==> config.mk <==
export PLATFORM = sky130hd
export DESIGN_NAME = pipe3_seq
export DESIGN_NICKNAME = d
export VERILOG_FILES = /design/src/rtl/seq3_pkg.sv /design/src/rtl/seq3_datapath.sv /design/src/rtl/seq3_control.sv /design/src/rtl/pipe3_seq.sv
export SDC_FILE = /design/constraint.sdc
export NUM_CORES = 1
export LEC_CHECK = 0
export CELL_PAD_IN_SITES_DETAIL_PLACEMENT = 1
export CELL_PAD_IN_SITES_GLOBAL_PLACEMENT = 2
export CORE_AREA = 2 2 101 123
export CTS_CLUSTER_DIAMETER = 40
export DETAILED_ROUTE_END_ITERATION = 10
export DIE_AREA = 0 0 103 125
export PLACE_DENSITY_LB_ADDON = 0.25
export SYNTH_ARGS = -nofsm -noshare
export SYNTH_HDL_FRONTEND = slang
export SYNTH_SLANG_ARGS = --single-unit
==> constraint.sdc <==
create_clock -name clk -period 1.9 [get_ports clk]
set_clock_uncertainty 0.05 [all_clocks]
set_input_delay 0.38 -clock clk [delete_from_list [all_inputs] [get_ports clk]]
set_output_delay 0.38 -clock clk [all_outputs]
set_load 0.02 [all_outputs]
==> src/rtl/seq3_pkg.sv <==
package seq3_pkg;

  localparam int SUB_W = 2;

  typedef enum logic [1:0] {
    CLS_ALU    = 2'b00,
    CLS_STORE  = 2'b01,
    CLS_LOAD   = 2'b10,
    CLS_BRANCH = 2'b11
  } instr_cls_e;

  // strobes from the control to the datapath
  typedef struct packed {
    logic decAccept;  // decode takes the fetched word, pc steps
    logic execLoad;   // execute takes the decode contents
    logic redirect;   // pc <= branch target, decode discarded
    logic linkWr;
    logic flush;
  } seq_ctrl_t;

  // state reported by the datapath
  typedef struct packed {
    logic       dValid;
    logic       eValid;
    instr_cls_e eCls;
  } seq_stat_t;

  function automatic logic [SUB_W-1:0] lastSubOf(instr_cls_e c);
    case (c)
      CLS_ALU:   lastSubOf = SUB_W'(0);
      CLS_STORE: lastSubOf = SUB_W'(1);
      default:   lastSubOf = SUB_W'(2);
    endcase
  endfunction

endpackage

==> src/rtl/seq3_datapath.sv <==
module seq3_datapath
  import seq3_pkg::*;
#(
  parameter int IW          = 16,
  parameter int AW          = 16,
  parameter int OFFW        = 8,
  parameter int INSTR_BYTES = 4
) (
  input  logic          clk,
  input  logic          rst,
  input  logic [IW-1:0] instrWord,
  input  seq_ctrl_t     ctrl,
  output seq_stat_t     stat,
  output logic [AW-1:0] fetchAddr
);

  localparam int          STEP_SHIFT = $clog2(INSTR_BYTES);
  localparam logic [AW-1:0] STEP     = AW'(INSTR_BYTES);

  logic [AW-1:0] pc;
  logic [AW-1:0] dAddr, eAddr;
  logic [IW-1:0] dWord, eWord;
  logic          dValid, eValid;
  logic [AW-1:0] offExt;
  logic [AW-1:0] target;

  always_comb begin
    offExt = {{(AW-OFFW){eWord[OFFW-1]}}, eWord[OFFW-1:0]};
    target = eAddr + (offExt << STEP_SHIFT);
  end

  always_ff @(posedge clk) begin
    if (rst) begin
      pc     <= '0;
      dValid <= 1'b0;
      eValid <= 1'b0;
      dAddr  <= '0;
      eAddr  <= '0;
      dWord  <= '0;
      eWord  <= '0;
    end else begin
      if (ctrl.execLoad) begin
        eValid <= dValid;
        eWord  <= dWord;
        eAddr  <= dAddr;
      end
      if (ctrl.redirect) begin
        pc     <= target;
        dValid <= 1'b0;
      end else if (ctrl.decAccept) begin
        pc     <= pc + STEP;
        dWord  <= instrWord;
        dAddr  <= pc;
        dValid <= 1'b1;
      end
    end
  end

  always_comb begin
    stat.dValid = dValid;
    stat.eValid = eValid;
    stat.eCls   = instr_cls_e'(eWord[IW-1 -: 2]);
    fetchAddr   = pc;
  end

  // reset clears the pipeline and rewinds fetch
  p_reset_clear_r1: assert property (@(posedge clk)
    rst |=> (pc == '0 && !dValid && !eValid));

  // a held front keeps both fetch address and decode word
  p_hold_stable_r5: assert property (@(posedge clk) disable iff (rst)
    (!ctrl.decAccept && !ctrl.redirect) |=> ($stable(pc) && $stable(dWord)));

  // the flush cycle finds decode already emptied
  p_flush_empty_decode_r7: assert property (@(posedge clk) disable iff (rst)
    ctrl.flush |-> !dValid);

endmodule

==> src/rtl/seq3_control.sv <==
module seq3_control
  import seq3_pkg::*;
(
  input  logic             clk,
  input  logic             rst,
  input  seq_stat_t        stat,
  output seq_ctrl_t        ctrl,
  output logic [SUB_W-1:0] execSub,
  output logic             fetchEn
);

  logic [SUB_W-1:0] lastSub;
  logic             execDone;
  logic             isBranch;

  always_comb begin
    lastSub        = lastSubOf(stat.eCls);
    execDone       = !stat.eValid || (execSub == lastSub);
    isBranch       = stat.eValid && (stat.eCls == CLS_BRANCH);
    ctrl.execLoad  = execDone;
    ctrl.redirect  = isBranch && (execSub == SUB_W'(0));
    ctrl.decAccept = (!stat.dValid || execDone) && !ctrl.redirect;
    ctrl.linkWr    = isBranch && (execSub == SUB_W'(1));
    ctrl.flush     = isBranch && (execSub == SUB_W'(1));
    fetchEn        = !rst && ctrl.decAccept;
  end

  always_ff @(posedge clk) begin
    if (rst || execDone) execSub <= '0;
    else                 execSub <= execSub + SUB_W'(1);
  end

  // the sub-cycle index never passes the class's last cycle
  p_sub_bound_r6: assert property (@(posedge clk) disable iff (rst)
    stat.eValid |-> (execSub <= lastSubOf(stat.eCls)));

  // data-processing never shows a second execute cycle
  p_alu_single_r4: assert property (@(posedge clk) disable iff (rst)
    (stat.eValid && stat.eCls == CLS_ALU) |-> (execSub == '0));

  // the target is presented right after the calculation cycle
  p_flush_follows_calc_r7: assert property (@(posedge clk) disable iff (rst)
    ctrl.flush |-> $past(ctrl.redirect));

  // link write only for a branch in execute
  p_link_only_branch_r8: assert property (@(posedge clk) disable iff (rst)
    ctrl.linkWr |-> (stat.eValid && stat.eCls == CLS_BRANCH && ctrl.decAccept));

endmodule

==> src/rtl/pipe3_seq.sv <==
module pipe3_seq
  import seq3_pkg::*;
#(
  parameter int IW          = 16,
  parameter int AW          = 16,
  parameter int OFFW        = 8,
  parameter int INSTR_BYTES = 4
) (
  input  logic             clk,
  input  logic             rst,
  input  logic [IW-1:0]    instrWord,
  output logic [AW-1:0]    fetchAddr,
  output logic             fetchEn,
  output logic             decodeValid,
  output logic             execValid,
  output logic [SUB_W-1:0] execSub,
  output logic             linkWrite,
  output logic             flush
);

  seq_ctrl_t ctrl;
  seq_stat_t stat;

  seq3_datapath #(
    .IW(IW), .AW(AW), .OFFW(OFFW), .INSTR_BYTES(INSTR_BYTES)
  ) u_dp (
    .clk(clk), .rst(rst), .instrWord(instrWord),
    .ctrl(ctrl), .stat(stat), .fetchAddr(fetchAddr)
  );

  seq3_control u_ctl (
    .clk(clk), .rst(rst), .stat(stat), .ctrl(ctrl),
    .execSub(execSub), .fetchEn(fetchEn)
  );

  assign decodeValid = stat.dValid;
  assign execValid   = stat.eValid;
  assign linkWrite   = ctrl.linkWr;
  assign flush       = ctrl.flush;

endmodule

==> results.cfg <==
[setup_path]
slowest_stage = fa_2
slowest_delay_ns = 0.39
startpoint_type = flip-flop
end_kind = flip-flop
crit_path_max_fanout = 4
path_class = reg2reg
path_cells = ha_4 > fa_2 > a211oi_4 > o21ai_2 > a41oi_2 > or3_1 > a31oi_1
critPathArrivalTime_ns = 2.07
required_ns = 2.04

[floorplan]
start_util_pct = 29.3
ios = 41
fp.coreArea_sq_um = 11800
dieArea_sq_um = 12900
fp.dieW_um = 103
num_rows = 44
die_y_um = 125

[yosys]
ys_types = 47
synth_edf_count = 0
synth_top_area_share_pct = 41.8
synthesis.area_sq_um = 3450
yosysTopAreaCell = dfxtp_1
synthesis.nets = 468
syn_inst = 433
synth.area.top_cells = dfxtp_1 (42%), nand2_1 (14%), a21oi_1 (9.7%)
yosysSeqAreaShare_pct = 41.8
ys_ff_latch = 72
ys_top_cells_by_count = nand2_1 (124), dfxtp_1 (72), a21oi_1 (67), clkbuf_1 (18), ha_1 (16)
yosys.cell_count.top_type = nand2_1
syn_area_per_cell_sq_um = 7.96
async_reset_ff_share_pct = 0
ys_warn_count = 0
synth-main-ff-cell = dfxtp_1

[placed_design]
io_buffer_count = 34
hpwl_um = 7550
gp_congestion = 0.771

[global_routing]
grtUsageTotal_pct = 18.1
antenna_found_initial = 0
grt_pass1_wl_um = 17800
grt_pass1_vias = 3500
grt_max_degree = 71
grt_overflow_total = 0

[timing]
fmax_mhz = 517
worst_slew_pin_slew_ns = 0.780
worst_slack_ns = -0.0340
hold_violations = 0
fin_setup_tns_ns = -0.122
rsz0062_at_grt = true
holdWs_ns = 0.404
fin_crit_sh_pct = 102
drv_slew = 0
min_period_ns = 1.93
setup_viol = 5
slew_headroom_pct = 48.0

[cells_and_area]
syn_to_final_growth_pct = 42.3
fill_cells = 1418
drive_gt1_share_pct = 21.6
finalNetCount = 548
diodes = 0

[power_and_ir_drop]
p_sw_w = 0.000873
p_leak_nw = 1.99
p_per_area_nw_per_um2 = 784
p_int_w = 0.00297
comb_power_share_pct = 9.1
clock_power_share_pct = 49.6
power_frac_seq_pct = 41.2
ir_drop_v = 0.000306
totalPowerFinal_w = 0.00384
swShare_pct = 22.7

[clocking]
cts-root-buf = clkbuf_16
clkLatencyLatePin_ns = 0.34
cts_buffers = 9
cts_max_path_buffers = 2
cts_num_sinks = 72
clk_pin_slew_ns = 0.06
postCtsHoldBufs = 0
cts_tree = yes
htreeDepth = 3

[detailed_routing]
drt_iter0_markers = 143
antenna_left = 0
avgViaCountPerCell = 4.93
drtPass1Iterations = 5
route.met2.wl_um = 6000
wirelength_um = 11300
highest_layer = met4
wirelength_met1_um = 4860
met3_length_um = 312
vias = 3348
wl_per_cell_um = 16.7
drc = 0

[flow_run]
drv_cap = 0

[run_status]
violations = negative setup slack
status = finished, violations left

[hold_path]
min_path_type = reg2reg
## per-stage QoR
stage,cell area [sq um],instances,utilization [%],setup WS [ns]
final,4900,679,41.6,-0.0340
after global routing,4900,679,41.6,-0.136
after CTS,4720,673,40.0,-0.0310
after detailed placement,4310,652,36.6,-0.184
after global placement,4310,652,36.6,-0.173
after floorplan,3480,433,-,0.00294
## cell type report
class | instances | area, sq um | share of cell area, %
clock inverter | 2 | 60.1 | 1.22
clock buffer | 14 | 274 | 5.59
inverter | 4 | 15.0 | 0.306
tap | 161 | 201 | 4.11
sequential | 72 | 1450 | 29.6
timing repair buffer | 95 | 880 | 17.9
multi-input combinational | 331 | 2020 | 41.2
## kinds of logic after synthesis
logic type / share of synthesized area (%)
compound gates: 20.7
fa+ha+maj: 6.39
xor+xnor: 4.07
flops: 41.8
mux: 0.290
buf+inv: 3.74
simple gates: 23.0
## power groups by stage
stage          logic [W]  clock network (W)  registers, W
2_1_floorplan   0.000149                  0       0.00163
3_3_place_gp    0.000322                  0       0.00161
3_5_place_dp    0.000328                  0       0.00162
4_1_cts         0.000333            0.00195       0.00158
5_1_grt         0.000387            0.00202       0.00159
6_report        0.000350            0.00191       0.00159
## cell usage in the layout, fill, tap and decap left out, types with 3 or more instances in the layout
cell type        instances
o21ai_1                  3
buf_2                    4
nand4_1                  6
a21o_1                   8
clkbuf_8                 3
buf_12                   3
a211oi_1                 5
nand3b_1                 4
buf_6                    5
clkdlybuf4s50_1         23
clkbuf_16               11
nand2b_1                 3
nand2_1                123
and4_1                   4
o211ai_1                 3
a21oi_1                 65
dfxtp_2                  4
dfxtp_1                 66
o21ai_0                  4
ha_4                     3
nor3_1                   4
o31a_1                   4
dlymetal6s2s_1           5
xnor2_1                  7
xor2_1                   8
inv_1                    3
nor2_1                   8
and3_1                   4
nand3_1                  7
ha_1                    11
buf_4                   51
## flip-flops by register name, summed over array words and instances (netlist names)
name            cells
u_dp.dWord         10
u_dp.fetchAddr     16
u_dp.dAddr         16
u_dp.eValid         1
u_dp.dValid         1
u_ctl.execSub       2
u_dp.eAddr         16
u_dp.eWord         10
## worst max-delay path, delay by kind of cell, from the launching register on
family	cells	cell delay [ns]
DFF	1	0.34
AOI/OAI and AO/OA	4	0.68
adders and majority gates	2	0.55
and+or+nand+nor	1	0.16
## what timing repair did
action / CTS / global route
endpoints found under the setup margin: 38 / 39
buffers inserted: 4 / 4
resized for setup: 28 / 29
cloned: 1 / 2
pin swaps: 16 / 10
## metal layers
metal / vias to the layer above / global-route usage (%)
met2: 43 / 32.2
met5: - / 0
li1: 1673 / -
met3: 11 / 3.02
met4: 0 / 5.65
met1: 1621 / 21.6
## path summary, 6_finish.rpt
kind         cells after the start  slack [ns]                  startpoint                              end
max                              7       -0.03  u_dp.eWord[0]$_SDFFE_PP0P_  u_dp.fetchAddr[12]$_SDFFE_PP0P_
min                              2        0.40  u_dp.dAddr[0]$_SDFFE_PP0P_       u_dp.dAddr[0]$_SDFFE_PP0P_
max reg2reg                      7       -0.03  u_dp.eWord[0]$_SDFFE_PP0P_  u_dp.fetchAddr[12]$_SDFFE_PP0P_
min reg2reg                      2        0.40  u_dp.dAddr[0]$_SDFFE_PP0P_       u_dp.dAddr[0]$_SDFFE_PP0P_
Power figures use the tool's default switching activity.
